File: config.mk
export PLATFORM = sky130hd
export DESIGN_NAME = tdm_tx_framer
export DESIGN_NICKNAME = d
export VERILOG_FILES = /design/src/rtl/tdm_pkg.sv /design/src/rtl/tdm_slot_timer.sv /design/src/rtl/tdm_fsync_gen.sv /design/src/rtl/tdm_lane_bank.sv /design/src/rtl/tdm_tx_framer.sv
export SDC_FILE = /design/constraint.sdc
export NUM_CORES = 1
export LEC_CHECK = 0
export ABC_AREA = 1
export BUFFER_PORTS_ARGS = -buffer_cell sky130_fd_sc_hd__buf_2
export CAP_MARGIN = 40
export CORE_MARGIN = 1.5
export CORE_UTILIZATION = 50
export CTS_CLUSTER_DIAMETER = 120
export DETAILED_ROUTE_END_ITERATION = 7
export PLACE_DENSITY = 0.73
export SYNTH_ARGS = -nofsm -noshare
export SYNTH_HDL_FRONTEND = slang
export SYNTH_SLANG_ARGS = --single-unit
export TNS_END_PERCENT = 5
File: constraint.sdc
create_clock -name clk -period 6.24 [get_ports clk]
set_input_delay 1.248 -clock clk [delete_from_list [all_inputs] [get_ports clk]]
set_output_delay 1.248 -clock clk [all_outputs]
set_load 0.02 [all_outputs]
File: src/rtl/tdm_pkg.sv
package tdm_pkg;

    localparam int MAX_W     = 32;
    localparam int MAX_SLOTS = 32;
    localparam int LEN_W     = $clog2(MAX_W + 1);
    localparam int BIT_IW    = $clog2(MAX_W);
    localparam int SCNT_W    = $clog2(MAX_SLOTS + 1);
    localparam int SLOT_IW   = $clog2(MAX_SLOTS);

    typedef struct packed {
        logic [SCNT_W-1:0]    slots;
        logic [LEN_W-1:0]     slot_w;
        logic [LEN_W-1:0]     word_w;
        logic                 network;
        logic                 fs_word;
        logic                 fs_early;
        logic                 fs_inv;
        logic                 sck_inv;
        logic                 right_al;
        logic [MAX_SLOTS-1:0] mask;
    } tdm_cfg_t;

    function automatic tdm_cfg_t cfg_reset();
        tdm_cfg_t c;
        c.slots    = SCNT_W'(2);
        c.slot_w   = LEN_W'(MAX_W);
        c.word_w   = LEN_W'(MAX_W);
        c.network  = 1'b1;
        c.fs_word  = 1'b1;
        c.fs_early = 1'b0;
        c.fs_inv   = 1'b0;
        c.sck_inv  = 1'b0;
        c.right_al = 1'b0;
        c.mask     = '1;
        return c;
    endfunction

    function automatic tdm_cfg_t cfg_normalize(tdm_cfg_t c);
        tdm_cfg_t r = c;
        if (r.word_w > r.slot_w) r.word_w = r.slot_w;
        if (!r.network)          r.slots  = SCNT_W'(1);
        return r;
    endfunction

    // bit b (0 = first sent) of a slot holding word w
    function automatic logic slot_bit(logic [MAX_W-1:0] w, logic [BIT_IW-1:0] b,
                                      logic [LEN_W-1:0] sw, logic [LEN_W-1:0] ww,
                                      logic right_al);
        int bi = int'(b);
        int s  = int'(sw);
        int n  = int'(ww);
        int idx;
        logic [BIT_IW-1:0] sel;
        if (right_al) begin
            if (bi < s - n) return 1'b0;
            idx = s - 1 - bi;
        end else begin
            if (bi >= n) return 1'b0;
            idx = n - 1 - bi;
        end
        sel = BIT_IW'(idx);
        return w[sel];
    endfunction

endpackage

File: src/rtl/tdm_slot_timer.sv
module tdm_slot_timer
    import tdm_pkg::*;
(
    input  logic               clk,
    input  logic               rst,
    input  logic               bit_en,
    input  tdm_cfg_t           cfg_in,
    output logic               adv,
    output logic               phase_q,
    output logic               frame_start,
    output logic               slot_load,
    output logic [SLOT_IW-1:0] nxt_slot,
    output logic [BIT_IW-1:0]  nxt_bit,
    output tdm_cfg_t           cfg_eff,
    output tdm_cfg_t           cfg_q
);
    logic [SLOT_IW-1:0] slot_q;
    logic [BIT_IW-1:0]  bit_q;
    logic               last_bit, last_slot;

    assign last_bit    = (LEN_W'(bit_q) == cfg_q.slot_w - LEN_W'(1));
    assign last_slot   = (SCNT_W'(slot_q) == cfg_q.slots - SCNT_W'(1));
    assign adv         = bit_en & phase_q;
    assign frame_start = adv & last_bit & last_slot;
    assign slot_load   = adv & last_bit;
    assign cfg_eff     = frame_start ? cfg_normalize(cfg_in) : cfg_q;

    always_comb begin
        if (last_bit) begin
            nxt_bit  = '0;
            nxt_slot = last_slot ? '0 : slot_q + SLOT_IW'(1);
        end else begin
            nxt_bit  = bit_q + BIT_IW'(1);
            nxt_slot = slot_q;
        end
    end

    always_ff @(posedge clk) begin
        if (rst) begin
            phase_q <= 1'b0;
            slot_q  <= SLOT_IW'(1);
            bit_q   <= BIT_IW'(MAX_W - 1);
            cfg_q   <= cfg_reset();
        end else if (bit_en) begin
            phase_q <= ~phase_q;
            if (adv) begin
                slot_q <= nxt_slot;
                bit_q  <= nxt_bit;
                cfg_q  <= cfg_eff;
            end
        end
    end

endmodule

File: src/rtl/tdm_fsync_gen.sv
module tdm_fsync_gen
    import tdm_pkg::*;
(
    input  logic               clk,
    input  logic               rst,
    input  logic               adv,
    input  logic [SLOT_IW-1:0] nxt_slot,
    input  logic [BIT_IW-1:0]  nxt_bit,
    input  tdm_cfg_t           cfg_eff,
    output logic               fs_o
);
    logic at_end, in_first, at_first, active;

    assign at_end   = (SCNT_W'(nxt_slot) == cfg_eff.slots - SCNT_W'(1)) &&
                      (LEN_W'(nxt_bit) == cfg_eff.slot_w - LEN_W'(1));
    assign in_first = (nxt_slot == '0);
    assign at_first = in_first && (nxt_bit == '0);

    always_comb begin
        if (cfg_eff.fs_early)
            active = at_end || (cfg_eff.fs_word && in_first &&
                                (LEN_W'(nxt_bit) < cfg_eff.slot_w - LEN_W'(1)));
        else
            active = cfg_eff.fs_word ? in_first : at_first;
    end

    always_ff @(posedge clk) begin
        if (rst)      fs_o <= 1'b0;
        else if (adv) fs_o <= active ^ cfg_eff.fs_inv;
    end

    AST_FS_HOLD: assert property (@(posedge clk) disable iff (rst)
        !adv |=> $stable(fs_o));

endmodule

File: src/rtl/tdm_lane_bank.sv
module tdm_lane_bank
    import tdm_pkg::*;
#(
    parameter int NLINES = 6
) (
    input  logic                    clk,
    input  logic                    rst,
    input  logic                    adv,
    input  logic                    slot_load,
    input  logic                    frame_start,
    input  logic                    slot_active,
    input  logic                    word_valid,
    input  logic [NLINES*MAX_W-1:0] word_data,
    input  logic [NLINES-1:0]       line_en_in,
    input  logic [BIT_IW-1:0]       nxt_bit,
    input  tdm_cfg_t                cfg_eff,
    output logic [NLINES-1:0]       sd_o,
    output logic [NLINES-1:0]       oe_o
);
    logic [NLINES-1:0] line_en_q, line_en_eff;
    logic              act_q, act_nxt;

    assign line_en_eff = frame_start ? line_en_in : line_en_q;
    assign act_nxt     = slot_load ? slot_active : act_q;

    always_ff @(posedge clk) begin
        if (rst) begin
            line_en_q <= '0;
            act_q     <= 1'b0;
        end else if (adv) begin
            line_en_q <= line_en_eff;
            act_q     <= act_nxt;
        end
    end

    for (genvar l = 0; l < NLINES; l++) begin : g_lane
        logic [MAX_W-1:0] word_q, word_nxt;
        logic             oe_nxt;

        always_comb begin
            word_nxt = word_q;
            if (slot_load)
                word_nxt = (slot_active && word_valid) ? word_data[l*MAX_W +: MAX_W] : '0;
        end
        assign oe_nxt = act_nxt & line_en_eff[l];

        always_ff @(posedge clk) begin
            if (rst) begin
                word_q  <= '0;
                sd_o[l] <= 1'b0;
                oe_o[l] <= 1'b0;
            end else if (adv) begin
                word_q  <= word_nxt;
                oe_o[l] <= oe_nxt;
                sd_o[l] <= oe_nxt & slot_bit(word_nxt, nxt_bit, cfg_eff.slot_w,
                                             cfg_eff.word_w, cfg_eff.right_al);
            end
        end

        AST_QUIET_WHEN_OFF: assert property (@(posedge clk) disable iff (rst)
            !oe_o[l] |-> !sd_o[l]);
    end

endmodule

File: src/rtl/tdm_tx_framer.sv
module tdm_tx_framer
    import tdm_pkg::*;
#(
    parameter int NLINES = 6
) (
    input  logic                    clk,
    input  logic                    rst,
    input  logic                    bit_en,
    input  logic [SCNT_W-1:0]       cfg_slots_i,
    input  logic [LEN_W-1:0]        cfg_slot_w_i,
    input  logic [LEN_W-1:0]        cfg_word_w_i,
    input  logic                    cfg_network_i,
    input  logic                    cfg_fs_word_i,
    input  logic                    cfg_fs_early_i,
    input  logic                    cfg_fs_inv_i,
    input  logic                    cfg_sck_inv_i,
    input  logic                    cfg_right_i,
    input  logic [MAX_SLOTS-1:0]    cfg_slot_mask_i,
    input  logic [NLINES-1:0]       cfg_line_en_i,
    input  logic                    word_valid_i,
    input  logic [NLINES*MAX_W-1:0] word_data_i,
    output logic                    word_take_o,
    output logic                    sck_o,
    output logic                    fs_o,
    output logic [NLINES-1:0]       sd_o,
    output logic [NLINES-1:0]       sd_oe_o,
    output logic                    underrun_o,
    output logic                    last_slot_o,
    output logic                    even_slot_o
);
    tdm_cfg_t           cfg_in, cfg_eff, cfg_q;
    logic               adv, phase_q, frame_start, slot_load, slot_active;
    logic [SLOT_IW-1:0] nxt_slot;
    logic [BIT_IW-1:0]  nxt_bit;

    assign cfg_in = '{slots: cfg_slots_i, slot_w: cfg_slot_w_i, word_w: cfg_word_w_i,
                      network: cfg_network_i, fs_word: cfg_fs_word_i,
                      fs_early: cfg_fs_early_i, fs_inv: cfg_fs_inv_i,
                      sck_inv: cfg_sck_inv_i, right_al: cfg_right_i,
                      mask: cfg_slot_mask_i};

    tdm_slot_timer u_timer (
        .clk(clk), .rst(rst), .bit_en(bit_en), .cfg_in(cfg_in), .adv(adv),
        .phase_q(phase_q), .frame_start(frame_start), .slot_load(slot_load),
        .nxt_slot(nxt_slot), .nxt_bit(nxt_bit), .cfg_eff(cfg_eff), .cfg_q(cfg_q)
    );

    tdm_fsync_gen u_fsync (
        .clk(clk), .rst(rst), .adv(adv), .nxt_slot(nxt_slot), .nxt_bit(nxt_bit),
        .cfg_eff(cfg_eff), .fs_o(fs_o)
    );

    assign slot_active = cfg_eff.mask[nxt_slot];

    tdm_lane_bank #(.NLINES(NLINES)) u_lanes (
        .clk(clk), .rst(rst), .adv(adv), .slot_load(slot_load),
        .frame_start(frame_start), .slot_active(slot_active),
        .word_valid(word_valid_i), .word_data(word_data_i),
        .line_en_in(cfg_line_en_i), .nxt_bit(nxt_bit), .cfg_eff(cfg_eff),
        .sd_o(sd_o), .oe_o(sd_oe_o)
    );

    assign sck_o = phase_q ^ cfg_q.sck_inv;

    always_ff @(posedge clk) begin
        if (rst) begin
            word_take_o <= 1'b0;
            underrun_o  <= 1'b0;
            last_slot_o <= 1'b0;
            even_slot_o <= 1'b0;
        end else begin
            word_take_o <= slot_load & slot_active & word_valid_i;
            underrun_o  <= slot_load & slot_active & ~word_valid_i;
            last_slot_o <= slot_load & (SCNT_W'(nxt_slot) == cfg_eff.slots - SCNT_W'(1));
            if (adv) even_slot_o <= ~nxt_slot[0];
        end
    end

    AST_TAKE_XOR_UNDERRUN: assert property (@(posedge clk) disable iff (rst)
        !(word_take_o && underrun_o));
    AST_TAKE_NEEDS_VALID: assert property (@(posedge clk) disable iff (rst)
        word_take_o |-> $past(word_valid_i));
    AST_LAST_SLOT_PULSE: assert property (@(posedge clk) disable iff (rst)
        last_slot_o |=> !last_slot_o);
    AST_DATA_HOLD: assert property (@(posedge clk) disable iff (rst)
        !bit_en |=> $stable(sd_o) && $stable(sd_oe_o));

endmodule

==> results_dict.tcl, run 1 <==
set metrics [dict create \
    run_status "complete, no violations" \
    vias_per_cell 5.55 \
    drt_first_pass_iters 5 \
    setup_ws_ns 0.507 \
    grt_start_max_net_pins 137 \
    groute.usage.overall_pct 31.2 \
    via_count_of_the_first_global_routing_pass 15383 \
    required_ns 6.68 \
    yosys_most_used_dff "dfxtp_1" \
    drt-total-wl_mm 51.9 \
    timing.critical_path.to_type "flop" \
    finalClockSkew_ns 0.0207 \
    vdd.ir_drop.worst_mv 1.01 \
    syn_area_um2 15600 \
    drt_iter0_markers 1449 \
    globalRouteOverflowTotal 0 \
    worstReg2RegEnd "u_lanes.sd_o[0]" \
    final_antenna_net_count 0 \
    global_route_wire_length_before_repair_mm 81.7 \
    layout.nets 2874 \
    cp-endpoint "u_lanes.sd_o[0]" \
    setup_viol_count_final 0 \
    syn-instance-count 2384 \
    yosysMostFrequentCell "nand2_1" \
    worst_reg_to_reg_setup_slack_ns 0.68 \
    number_of_warnings_printed_during_yosys_synthesis 0 \
    worst_setup_hold_path_clk_slew_ns 0.06 \
    fraction_of_layout_cells_with_a_size_suffix_above_1_pct 15.6 \
    fp.dieW_um 180 \
    route.detailed.drc 0 \
    reg2reg_depth 35 \
    place_ws_ns -0.101 \
    routed-via-count 16619 \
    cts_tree "built" \
    htree_num_levels 1 \
    boundaryPins 276 \
    utilization_pct 59.1 \
    die_area_um2 32300 \
    numPortBuffers 275 \
    holdCritPathClass "reg -> reg" \
    insertedDiodeCount 0 \
    worstPathArrival_ns 6.18 \
    critPathSlowestCell "buf_6" \
    final.period_utilization_pct 91.9 \
    setup.worst_path.start_class "input pin" \
    place.gp.congestion 0.975 \
    antenna_found_initial 0 \
    worstSetupPathType "in -> reg" \
    wl_per_cell_um 17.4 \
    synth.ff_latch_count 282 \
    dieHeight_um 180 \
    synth_async_sr_flop_share_pct 0 \
    timing.critical_path.slowest_cell_delay_ns 0.38 \
    static-leakage-power_uw 0.00858 \
    whs_path_depth 2 \
    timing.critical_path.mode_cell "nand2_1" \
    area_growth_syn_to_layout_pct 16.1 \
    synth_top_cells_by_count "nand2_1 (804), nand3_1 (304), dfxtp_1 (282), inv_1 (178), a21oi_1 (173)" \
    number_of_enable_type_register_cells_in_the_synthesized_netlist 0 \
    cp-startpoint "cfg_slot_w_i[5]" \
    number_of_buffers_added_to_fix_hold_violations_after_cts 0 \
    cts-root-to-sink-buffers 3 \
    tritoncts.num_buffers 31 \
    clk_lat_worst_skew_ns 0.56 \
    maxCapViolCount 0 \
    placement_rows 64 \
    cp_max_fo 49 \
    synth_area_leader_cell "dfxtp_1" \
    fin_worst_hold_slack_ns 0.453 \
    critical_path.reg2reg.startpoint "u_timer.cfg_q[50]" \
    final_period_demand_of_the_worst_path_ns 5.73 \
    max_slew.worst_pin.slew_ns 0.867 \
    synth.area.top_cells "dfxtp_1 (36%), nand2_1 (19%), nand3_1 (9.7%)" \
    cellPowerDensity_nw_per_um2 617 \
    synth.distinct_cells 51 \
    maxClockFrequency_mhz 174 \
    clock_sinks 282 \
    post_synth.cell_area_avg_um2 6.55 \
    floorplan.core_area_um2 30700 \
    synth_top_cell_area_share_pct 36.1 \
    cts_root_buf "clkbuf_16" \
    synth-seq-area-share_pct 36.1 \
    initial_core_utilization_pct 50.9 \
    dp_hpwl_mm 37.5 \
    timing_max_transition_violations_final 0 \
    final-hold-violation-count 0 \
    syn_nets 2682 \
    rsz0062_at_grt "false" \
    timing.max_slew.rel_slack_pct 42.0 \
]
## cell usage in the layout, fill, tap and decap left out, types with 10 or more instances in the layout
master     netlist  layout
buf_2           47     273
a21oi_1        173     173
ha_1            37      37
clkbuf_16        0      31
buf_4           17      33
nor2_1         117     117
o21ai_0         58      58
xor2_1          16      16
o21ai_1         17      16
nand2_1        804     803
dfxtp_1        282     282
inv_2           12      10
inv_1          178     178
nand3_1        304     304
nand4_1        149     149
## metal layers
metal | vias to the layer above | GRT usage (%) | part of all wire, %
li1 | 8216 | - | -
met1 | 7631 | 41.3 | 42
met2 | 668 | 50.7 | 46
met3 | 104 | 4.44 | 7.5
met4 | 0 | 13.2 | 4.2
met5 | - | 0 | 0
## cell type report
type	count	area [um^2]
Timing Repair Buffer	316	1800
Inverter	192	727
Sequential cell	282	5650
Multi-Input combinational cell	1753	8430
Fill cell	3002	12500
Clock inverter	7	118
Clock buffer	46	922
Tap cell	396	495
## flip-flops by register name, indices dropped and copies added (netlist names)
signal	flops
underrun_o	1
u_timer.phase_q	1
u_timer.slot_q	5
word_take_o	1
even_slot_o	1
u_lanes.act_q	1
u_lanes.g_lane.word_q	192
u_lanes.oe_o	6
u_timer.bit_q	5
u_lanes.sd_o	6
u_lanes.line_en_q	6
last_slot_o	1
u_fsync.fs_o	1
u_timer.cfg_q	55
## worst max-delay path: cells and delay by family
kind	cells	cell delay (ns)
AND/OR/NAND/NOR	18	1.92
XOR/XNOR	1	0.13
AO/OA/AOI/OAI	6	1.16
adder cells (fa/ha/maj)	3	0.94
buffers and inverters	6	0.75
## worst min path at each step
stage                      from          endpoint  slack, ns
4_1_cts         u_lanes.oe_o[4]   u_lanes.oe_o[4]       0.45
6_report        u_lanes.oe_o[4]   u_lanes.oe_o[4]       0.45
2_1_floorplan  u_timer.cfg_q[2]  u_timer.cfg_q[2]       0.43
3_3_place_gp    u_lanes.oe_o[0]   u_lanes.oe_o[0]       0.44
3_5_place_dp    u_lanes.oe_o[4]   u_lanes.oe_o[4]       0.43
5_1_grt            u_fsync.fs_o      u_fsync.fs_o       0.48
## through the flow
step	instances	instance area, um^2	setup TNS [ns]	power (uW)
6_report	2992	18100	0	11200
2_1_floorplan	2384	15600	0	7390
3_3_place_gp	2937	17000	0	9130
5_1_grt	2992	18100	0	12000
4_1_cts	2992	18100	0	11100
3_5_place_dp	2939	17100	-0.428	9190
## timing repair
action,4_1_cts,5_1_grt
resized for setup,0,4
setup buffers,0,0
endpoints found under the setup margin,0,5
## cells by family (layout without fill, tap and decap cells)
kind of cell / count (synthesis) / count (layout) / synth area share [%]
buffers and inverters: 349 / 561 / 10.1
flip-flops: 282 / 282 / 36.1
AO/OA/AOI/OAI: 274 / 274 / 9.24
XOR/XNOR: 24 / 24 / 1.35
AND/OR/NAND/NOR: 1414 / 1414 / 39.8
adder cells (fa/ha/maj): 40 / 40 / 3.35
multiplexers: 1 / 1 / 0.0641
## where the power goes
part / internal, uW / switching [uW] / total, uW
sequential: 1980 / 65.3 / 2050
combinational: 2320 / 4940 / 7260
clock: 1130 / 746 / 1880
total: 5440 / 5750 / 11200
Power figures use the tool's default switching activity.
==> run 2, diff against run 1 <==
--- a/config.mk
+++ b/config.mk
@@ -9,11 +9,12 @@
 export BUFFER_PORTS_ARGS = -buffer_cell sky130_fd_sc_hd__buf_2
 export CAP_MARGIN = 40
 export CORE_MARGIN = 1.5
-export CORE_UTILIZATION = 50
+export CORE_UTILIZATION = 55
 export CTS_CLUSTER_DIAMETER = 120
 export DETAILED_ROUTE_END_ITERATION = 7
-export PLACE_DENSITY = 0.73
+export PLACE_DENSITY = 0.78
 export SYNTH_ARGS = -nofsm -noshare
 export SYNTH_HDL_FRONTEND = slang
+export SYNTH_HIERARCHICAL = 1
 export SYNTH_SLANG_ARGS = --single-unit
 export TNS_END_PERCENT = 5
==> constraint.sdc (replaced) <==
create_clock -name clk -period 6.24 [get_ports clk]
set_input_delay 1.872 -clock clk [delete_from_list [all_inputs] [get_ports clk]]
set_output_delay 1.872 -clock clk [all_outputs]
set_load 0.02 [all_outputs]
==> results_dict.tcl, run 2 <==
set metrics [dict create \
    static-leakage-power_uw 0.0106 \
    worstSetupPathType "in -> reg" \
    wl_met1_mm 22.7 \
    htree_num_levels 2 \
    syn-instance-count 2926 \
    max_slew.worst_pin.slew_ns 0.927 \
    critical_path_buf_inv_count 9 \
    comb_power_share_pct 66.8 \
    clk_lat_worst_skew_ns 0.52 \
    globalRouteOverflowTotal 0 \
    grt_start_max_net_pins 240 \
    cellPowerDensity_nw_per_um2 573 \
    finalClockSkew_ns 0.0248 \
    syn_area_um2 18100 \
    routed-via-count 19608 \
    vias_per_cell 5.50 \
    mostFrequentLayoutCell "nand3_1" \
    cts_tree "built" \
    final_period_demand_of_the_worst_path_ns 5.78 \
    cts_root_buf "clkbuf_16" \
    inst_count_dp 3504 \
    global_route_wire_length_before_repair_mm 84.6 \
    run_status "complete, no violations" \
    top_layer_used "met4" \
    crit_family "simple AND/OR/NAND/NOR gates" \
    via_count_of_the_first_global_routing_pass 17588 \
    place_ws_ns -0.190 \
    tns_ns 0 \
    tritoncts.num_buffers 34 \
    number_of_warnings_printed_during_yosys_synthesis 6 \
    final.period_utilization_pct 92.6 \
    syn_nets 3228 \
    wl_per_cell_um 15.0 \
    fin_cells 3566 \
    setup_viol_count_final 0 \
    p_switching_uw 6000 \
    drt_iter0_markers 1792 \
    flip_flop_and_latch_area_um2 5650 \
    worst_setup_hold_path_clk_slew_ns 0.06 \
    largest-register "u_lanes/g_lane.word_q" \
    route.detailed.drc 0 \
    cp_max_fo 32 \
    reg2reg_depth 40 \
    floorplan.core_area_um2 32500 \
    share_seq_of_total_power_pct 16.6 \
    dp_hpwl_mm 37.5 \
    final-hold-violation-count 0 \
    timing.critical_path.mode_cell "nand2_1" \
    multiInputGateArea_um2 9560 \
    die_area_um2 34100 \
    fraction_of_layout_cells_with_a_size_suffix_above_1_pct 14.2 \
    required_ns 6.61 \
    numPortBuffers 275 \
    place.gp.congestion 0.882 \
    drt_first_pass_iters 7 \
    setup_ws_ns 0.459 \
    reg_top3 "u_lanes/g_lane.word_q (192), u_timer/cfg_q (55)" \
    vdd.ir_drop.worst_mv 0.569 \
    maxClockFrequency_mhz 173 \
    timing.critical_path.slowest_cell_delay_ns 0.35 \
    power.switching_fraction_pct 49.8 \
    timing_max_transition_violations_final 0 \
    met3RoutedLength_mm 3.36 \
    cellInternalPower_uw 6060 \
    timing.max_slew.rel_slack_pct 38.2 \
    fp.dieW_um 185 \
    whs_path_depth 2 \
    most-common-layout-cells "nand3_1 (563), inv_1 (529), nand2_1 (483), o21ai_0 (410), dfxtp_1 (282)" \
    maxCapViolCount 0 \
    post_synth.cell_area_avg_um2 6.20 \
    routed_wire_length_on_met2_mm 25.4 \
    clkPwrFrac_pct 16.6 \
    cts-root-to-sink-buffers 3 \
    placement_rows 66 \
    max_reg_flops 192 \
    initial_core_utilization_pct 55.7 \
    final_antenna_net_count 0 \
    drt-total-wl_mm 53.6 \
    report.power.total_uw 12100 \
    antenna_found_initial 2 \
    holdCritPathClass "reg -> reg" \
    boundaryPins 276 \
    groute.usage.overall_pct 30.5 \
    setup.worst_path.start_class "input pin" \
    dieHeight_um 185 \
    area_growth_syn_to_layout_pct 16.1 \
    rsz0062_at_grt "false" \
    worstPathArrival_ns 6.15 \
    critPathSlowestCell "ha_1" \
    clock_sinks 282 \
    utilization_pct 64.7 \
    cp.depth 37 \
    timing.critical_path.to_type "flop" \
    layout.nets 3402 \
    final.fill_count 3091 \
]
[run 2: worst paths after layout]
check,from,to,slack (ns)
max,cfg_slot_w_i[5],u_lanes/sd_o[2],0.46
min,u_timer/cfg_q[1],u_timer/cfg_q[1],0.45
max reg2reg,u_timer/cfg_q[44],u_lanes/sd_o[2],1.03
min reg2reg,u_timer/cfg_q[1],u_timer/cfg_q[1],0.45
[run 2: power groups by stage]
| stage | clock, uW | combinational [uW] | sequential, uW |
|---|---|---|---|
| floorplan | 0 | 5450 | 2030 |
| global placement | 0 | 7610 | 2030 |
| detailed placement | 0 | 7750 | 2040 |
| CTS | 2030 | 7770 | 2000 |
| global route | 2100 | 8820 | 2010 |
| finish | 2000 | 8060 | 2000 |
[run 2: cell type report]
class / instances / area share [%]
multi-input combinational: 1904 / 45.4
inverter: 538 / 9.72
timing repair buffer: 340 / 10.2
tap: 442 / 2.63
clock buffer: 47 / 4.46
clock inverter: 11 / 0.802
antenna: 2 / 0.0238
sequential: 282 / 26.8
[run 2: stage by stage]
stage	hold slack, ns	area (um^2)
after floorplan	0.424	18100
after global placement	0.433	19800
after detailed placement	0.439	19900
after CTS	0.452	21000
after global routing	0.475	21100
final	0.447	21100
[run 2: worst reg2reg max path: cells and delay by family (launching register included)]
family / cells / cell delay [ns]
adders and majority gates: 4 / 1.14
AOI/OAI and AO/OA: 1 / 0.05
DFF: 1 / 0.35
and+or+nand+nor: 24 / 2.23
buffers and inverters: 10 / 1.19
xor gates and xnor gates: 1 / 0.13
[run 2: routing by layer]
| metal | global-route usage [%] | vias up |
|---|---|---|
| li1 | - | 9802 |
| met2 | 51.9 | 693 |
| met4 | 13.9 | 0 |
| met5 | 0 | - |
| met1 | 38.7 | 8979 |
| met3 | 3.36 | 134 |
[run 2: what timing repair did]
item                       4_1_cts  5_1_grt
gates resized for setup          0        7
hold buffers                     0        0
setup buffers                    0        1
setup endpoints to repair        0        6
